File: config.mk
export PLATFORM = sky130hd
export DESIGN_NAME = rail_sequencer
export DESIGN_NICKNAME = d
export VERILOG_FILES = /design/src/rtl/psq_pkg.sv /design/src/rtl/psq_wake_blank.sv /design/src/rtl/psq_slot_match.sv /design/src/rtl/rail_sequencer.sv
export SDC_FILE = /design/constraint.sdc
export NUM_CORES = 1
export LEC_CHECK = 0
export ABC_CLOCK_PERIOD_IN_PS = 7380
export CAP_MARGIN = 20
export CORE_MARGIN = 5
export CORE_UTILIZATION = 40
export DETAILED_ROUTE_END_ITERATION = 8
export DONT_BUFFER_PORTS = 1
export GPL_ROUTABILITY_DRIVEN = 0
export MAX_ROUTING_LAYER = met4
export PLACE_DENSITY = 0.59
export SLEW_MARGIN = 10
export SYNTH_ARGS = -nofsm -noshare
export SYNTH_HDL_FRONTEND = slang
export SYNTH_SLANG_ARGS = --single-unit
File: constraint.sdc
create_clock -name clk -period 7.38 [get_ports clk]
set_clock_uncertainty 0.2 [all_clocks]
set_input_delay 0.738 -clock clk [delete_from_list [all_inputs] [get_ports clk]]
set_output_delay 0.738 -clock clk [all_outputs]
set_load 0.01 [all_outputs]
File: src/rtl/psq_pkg.sv
package psq_pkg;
  typedef enum logic [2:0] {
    ST_OFF, ST_WAIT, ST_UP, ST_SETTLE, ST_ON, ST_DOWN, ST_HOT
  } psq_state_e;
endpackage

File: src/rtl/psq_wake_blank.sv
module psq_wake_blank #(
  parameter int CYC = 12500
) (
  input  logic clk,
  input  logic clr,
  output logic blank
);
  localparam int CNT_W = (CYC < 2) ? 1 : $clog2(CYC + 1);
  logic [CNT_W-1:0] cnt;

  always_ff @(posedge clk) begin
    if (clr)            cnt <= CNT_W'(CYC);
    else if (cnt != '0) cnt <= cnt - 1'b1;
  end

  assign blank = clr | (cnt != '0);
endmodule

File: src/rtl/psq_slot_match.sv
module psq_slot_match #(
  parameter int NR = 6,
  parameter int SW = 3,
  parameter int CW = 5
) (
  input  logic [NR*SW-1:0] slots,
  input  logic [NR-1:0]    mask,
  input  logic [CW-1:0]    cnt,
  input  logic [SW-1:0]    base,
  output logic [NR-1:0]    hit_up,
  output logic [NR-1:0]    hit_dn,
  output logic [SW-1:0]    max_slot
);
  for (genvar i = 0; i < NR; i++) begin : g_rail
    logic [SW-1:0] s;
    logic [SW-1:0] mirror;
    assign s         = slots[i*SW +: SW];
    assign mirror    = base - s;
    assign hit_up[i] = cnt > {{(CW-SW){1'b0}}, s};
    assign hit_dn[i] = cnt > {{(CW-SW){1'b0}}, mirror};
  end

  always_comb begin
    max_slot = '0;
    for (int i = 0; i < NR; i++)
      if (mask[i] && slots[i*SW +: SW] > max_slot) max_slot = slots[i*SW +: SW];
  end
endmodule

File: src/rtl/rail_sequencer.sv
module rail_sequencer
  import psq_pkg::*;
#(
  parameter int NR        = 6,
  parameter int SW        = 3,
  parameter int PG_TICKS  = 16,
  parameter int BLANK_CYC = 12500
) (
  input  logic             clk,
  input  logic             rst,
  input  logic             uvlo,
  input  logic             tsd,
  input  logic             hw_en,
  input  logic             tick,
  input  logic [NR*SW-1:0] slot_cfg,
  input  logic [SW-1:0]    pre_wait,
  input  logic [NR-1:0]    en_reg,
  input  logic [NR-1:0]    dis_reg,
  input  logic [1:0]       rearm,
  output logic [NR-1:0]    rail_en,
  output logic [NR-1:0]    rail_dis,
  output logic             pwr_good,
  output logic             pg_event,
  output logic             blank,
  output logic             cfg_restore
);
  localparam int PGW = $clog2(PG_TICKS + 1);
  localparam int CW  = (PGW > SW + 1) ? PGW : SW + 1;

  psq_state_e    state;
  logic [CW-1:0] cnt, cnt_inc;
  logic [SW-1:0] dn_base, max_on;
  logic [NR-1:0] rail_q, dis_q, hit_up, hit_dn, up_next, dn_next;
  logic          pg_q, pgev_q, restore_q, en_prev, rise, fall, hold;

  assign hold    = rst | uvlo;
  assign rise    = hw_en & ~en_prev;
  assign fall    = ~hw_en & en_prev;
  assign cnt_inc = cnt + 1'b1;
  assign up_next = tick ? (rail_q | (hit_up & en_reg)) : rail_q;
  assign dn_next = tick ? (rail_q & ~hit_dn) : rail_q;

  psq_slot_match #(.NR(NR), .SW(SW), .CW(CW)) i_match (
    .slots(slot_cfg), .mask(rail_q), .cnt(cnt_inc), .base(dn_base),
    .hit_up(hit_up), .hit_dn(hit_dn), .max_slot(max_on)
  );

  psq_wake_blank #(.CYC(BLANK_CYC)) i_blank (.clk(clk), .clr(hold), .blank(blank));

  always_ff @(posedge clk) begin
    if (hold) begin
      state <= ST_OFF; cnt <= '0; dn_base <= '0; rail_q <= '0; dis_q <= '0;
      pg_q <= 1'b0; pgev_q <= 1'b0; restore_q <= 1'b0; en_prev <= 1'b0;
    end else begin
      en_prev   <= hw_en;
      pgev_q    <= 1'b0;
      restore_q <= 1'b0;
      if (tsd && state != ST_HOT) begin
        state <= ST_HOT; rail_q <= '0; dis_q <= '1; pg_q <= 1'b0;
      end else begin
        unique case (state)
          ST_HOT: if (!tsd) begin
            restore_q <= (rearm == 2'b00);
            state     <= ST_OFF;
            en_prev   <= 1'b0;
          end
          ST_OFF: begin
            dis_q <= '1;
            if (rise) begin
              cnt   <= '0;
              state <= (pre_wait == '0) ? ST_UP : ST_WAIT;
            end
          end
          ST_WAIT: begin
            if (fall) begin
              state <= ST_DOWN; cnt <= '0; dn_base <= max_on;
            end else if (tick) begin
              if (cnt_inc >= CW'(pre_wait)) begin state <= ST_UP; cnt <= '0; end
              else cnt <= cnt_inc;
            end
          end
          ST_UP: begin
            if (fall) begin
              state <= ST_DOWN; cnt <= '0; dn_base <= max_on;
            end else begin
              rail_q <= up_next;
              dis_q  <= ~up_next;
              if ((up_next & en_reg) == en_reg) begin state <= ST_SETTLE; cnt <= '0; end
              else if (tick) cnt <= cnt_inc;
            end
          end
          ST_SETTLE: begin
            if (fall) begin
              state <= ST_DOWN; cnt <= '0; dn_base <= max_on;
            end else if (tick) begin
              if (cnt_inc == CW'(PG_TICKS)) begin
                state <= ST_ON; pg_q <= 1'b1; pgev_q <= 1'b1; cnt <= '0;
              end else cnt <= cnt_inc;
            end
          end
          ST_ON: begin
            if (fall) begin
              state <= ST_DOWN; cnt <= '0; dn_base <= max_on; pg_q <= 1'b0;
            end else begin
              rail_q <= en_reg;
              dis_q  <= dis_reg & ~en_reg;
            end
          end
          ST_DOWN: begin
            if (rise) begin
              state <= ST_UP; cnt <= '0;
            end else if (rail_q == '0) begin
              state <= ST_OFF; dis_q <= '1;
            end else begin
              rail_q <= dn_next;
              dis_q  <= ~dn_next;
              if (dn_next == '0) state <= ST_OFF;
              else if (tick) cnt <= cnt_inc;
            end
          end
          default: state <= ST_OFF;
        endcase
      end
    end
  end

  assign rail_en     = rail_q;
  assign rail_dis    = dis_q;
  assign pwr_good    = pg_q;
  assign pg_event    = pgev_q;
  assign cfg_restore = restore_q;

  assert_uvlo_drop_R7: assert property (@(posedge clk) disable iff (rst)
    uvlo |=> (rail_en == '0 && rail_dis == '0 && !pwr_good));

  assert_hot_off_R8: assert property (@(posedge clk) disable iff (hold)
    tsd |=> (rail_en == '0 && rail_dis == '1));

  assert_pg_event_R4: assert property (@(posedge clk) disable iff (hold)
    $rose(pwr_good) |-> pg_event);

  assert_up_monotonic_R2: assert property (@(posedge clk) disable iff (hold)
    (state == ST_UP && $past(state) == ST_UP) |-> ((rail_en & $past(rail_en)) == $past(rail_en)));

  assert_down_monotonic_R3: assert property (@(posedge clk) disable iff (hold)
    (state == ST_DOWN && $past(state) == ST_DOWN) |-> ((rail_en & ~$past(rail_en)) == '0));

  assert_blank_wake_R9: assert property (@(posedge clk) disable iff (rst)
    $fell(uvlo) |-> blank);
endmodule

==> flow_summary.ini <==
[logic_synthesis]
ys_top_cells_by_area = dfxtp_1, ha_1, o21ai_0, inv_1, a21oi_1
syn_area_per_cell_sq_um = 7.46
synth_edf_count = 0
synth-simple-area-share_pct = 22.2
synth_cell_types = 70
yosysTopAreaCellShare_pct = 18.0
ys_ff_latch = 41
synth_top_family_by_area = compound AO/OA/AOI/OAI gates
syn_nets = 715
synth-async-reset-ratio_pct = 0
synthXorXnorAreaFrac_pct = 4.04
muxShareOfSynthArea_pct = 1.98
yosysWarnings = 0
ys_seq_area_share_pct = 18.0
synthFlopType = dfxtp_1
yosysTopAreaCell = dfxtp_1
syn-cell-area_sq_um = 4550
synthCells = 610
synth_compound_area_share_pct = 27.8
synth-adder-area-share_pct = 18.6

[final_layout]
layout-drive-gt1-share_pct = 5.34
antenna_cells = 0
layout.cells.non_filler = 742
fill_cells = 1165
fin_nets = 703
syn2layout_area_growth_pct = 5.47

[floorplanning]
die_w_microns = 117
io_pins = 57
die_height_microns = 117
core-area_sq_um = 11300
start_util_pct = 40.3
rows = 39
die_area_sq_um = 13600

[routing]
dr.first_iter.drc_count = 313
via_count = 4428
drc_errors = 0
wire_per_inst_microns = 17.9
viasPerCell = 5.97
firstDrtPassIters = 5
drt_wl_total_microns = 13300
postRouteAntennaNets = 0

[timing]
rsz0062_at_grt = no
fmax_mhz = 149
period_needed_ns = 6.73
fin_crit_sh_pct = 91.1
fin_tns_setup_ns = 0
finalHoldViolCount = 0
relSlewSlack_pct = 40.5
finalSetupViolations = 0
drv_slew = 0
worstMarginPinSlew_ns = 0.891

[global_route]
grt_first_pass_wirelength_microns = 21200
grt_pass1_vias = 4165
grt_max_degree = 20
gr-usage-all-layers_pct = 19.9
antenna_found_initial = 0
grt.overflow.total = 0

[critical_path]
r2r-end = dn_base[0]
rr_worst_depth = 32
cp-start-kind = flop
cp-end-kind = flop
arrival_ns = 6.71
r2r-start = rail_en[0]
r2r_slack_ns = 0.65
cp_slowest_cell = dfxtp_2
worstPathMaxFanout = 9
required_ns = 7.36
cpPeakStageDelay_ns = 0.45
crit_type = flop to flop

[place]
dp_hpwl_microns = 10500
io_buffers = 0
dp_cells = 734

[worst_hold_path]
min_path_type = flop to flop
min_path_cells = 2
holdPathEnd = i_blank.cnt[6]
hp-start = i_blank.cnt[6]

[power_and_ir_drop]
peakVddDrop_mv = 0.0857
clock_power_share_pct = 37.9
p_int_uw = 417
switching_share_pct = 31.1
leakage_uw = 0.00196
power_density_nw_per_um2 = 126
pwr-share-comb_pct = 22.6
p_seq_share_pct = 39.5
p_switching_uw = 188

[clock_network]
path_clk_slew_ns = 0.07
cts_sinks = 41
clk_latency_ns = 0.28
tritoncts = built
h-tree-depth = 2
cts_buffers = 5
clock-root-buffer = clkbuf_16
cts_setup_buffers = 0
clockBufferDepth = 2

[run]
maxCapViolations = 0

[run_status]
status = finished, final reports clean
what timing repair did:
action                     4_1_cts  5_1_grt
setup endpoints to repair        0        3
hold buffers                     0        0
gates resized for setup          0        1
synth_stat cells, types with 3 or more instances:
library cell and count:
a211o_1 3, a211oi_1 20, a21o_1 3, a21oi_1 45, a221oi_1 5, a31oi_1 10
buf_2 4, clkbuf_1 14, dfxtp_1 41, fa_1 6, ha_1 58, inv_1 62
mux2_2 4, mux2i_1 3, nand2_1 50, nand2b_1 7, nand3_1 28, nand4_1 4
nor2_1 40, nor2b_1 13, nor3_1 16, nor3b_1 6, nor4_1 4, o211ai_1 6
o21a_1 4, o21ai_0 56, o21ai_1 3, o221ai_1 6, o22ai_1 6, o31ai_1 3
or2_2 3, or3_1 7, or4_1 4, xnor2_1 16, xor2_1 5
registers in the layout, summed over array words and instances, names as in the netlist:
signal       flops
cfg_restore      1
rail_en          6
dn_base          3
rail_dis         6
state            3
i_blank.cnt     14
cnt              5
pg_event         1
pwr_good         1
en_prev          1
cell families after synthesis:
kind of cell    Yosys count
flops                    41
compound gates          194
fa+ha+maj                64
buf+inv                  83
xor+xnor                 21
simple gates            199
mux                       8
power groups by stage:
stage               registers [uW]  logic [uW]  clock network (uW)
floorplan                      237         113                   0
global placement               243         131                   0
detailed placement             244         135                   0
CTS                            239         136                 233
global route                   240         156                 245
finish                         239         136                 229
critical path: cells and delay by family, from the launching register on:
| kind | cells | cell delay, ns |
|---|---|---|
| AOI/OAI and AO/OA | 12 | 2.05 |
| adders and majority gates | 5 | 1.37 |
| buffers and inverters | 1 | 0.14 |
| DFF | 1 | 0.45 |
| muxes | 2 | 0.74 |
| and+or+nand+nor | 12 | 1.66 |
through the flow:
| step | setup slack, ns | total power (uW) | instance area [sq um] | util [%] | hold WS [ns] |
|---|---|---|---|---|---|
| 6_report | 0.653 | 604 | 4800 | 42.6 | 0.301 |
| 2_1_floorplan | 1.07 | 350 | 4550 | - | 0.269 |
| 4_1_cts | 0.540 | 607 | 4800 | 42.5 | 0.301 |
| 5_1_grt | 0.0242 | 640 | 4800 | 42.6 | 0.319 |
| 3_3_place_gp | 0.652 | 374 | 4640 | 41.2 | 0.283 |
| 3_5_place_dp | 0.495 | 378 | 4640 | 41.2 | 0.289 |
worst max-delay path by stage:
stage	from	endpoint	slack, ns
after CTS	rail_en[0]	dn_base[0]	0.54
final	rail_en[0]	dn_base[0]	0.65
after detailed placement	slot_cfg[1]	dn_base[0]	0.49
after global routing	rail_en[0]	dn_base[0]	0.02
after global placement	slot_cfg[1]	dn_base[0]	0.65
after floorplan	slot_cfg[1]	dn_base[0]	1.07
layer usage:
metal | track usage (%) | part of all wire [%] | vias to the layer above
met5 | - | 0 | -
met3 | 3.73 | 7.7 | 16
met1 | 25.8 | 44 | 2064
met2 | 32.0 | 47 | 144
li1 | - | - | 2204
met4 | 5.12 | 1.3 | 0
cell type report:
class / instances / area [sq um] / share of cell area, %
Sequential cell: 41 / 822 / 17.1
Timing Repair Buffer: 2 / 15.0 / 0.313
Multi-Input combinational cell: 486 / 3400 / 70.8
Inverter: 62 / 233 / 4.85
Clock inverter: 2 / 13.8 / 0.287
Tap cell: 143 / 179 / 3.73
Clock buffer: 6 / 139 / 2.90
cell usage in the layout, fill, tap and decap left out, drive strengths merged, types with 7 or more instances in the layout:
| cell | n |
|---|---|
| nand2 | 50 |
| nand3 | 30 |
| dfxtp | 41 |
| nand2b | 7 |
| nor3 | 16 |
| nor2b | 14 |
| inv | 62 |
| a211oi | 20 |
| or3 | 7 |
| xnor2 | 16 |
| o211ai | 7 |
| a21oi | 45 |
| o21ai | 59 |
| ha | 58 |
| nor2 | 40 |
| a31oi | 10 |
Power figures use the tool's default switching activity.
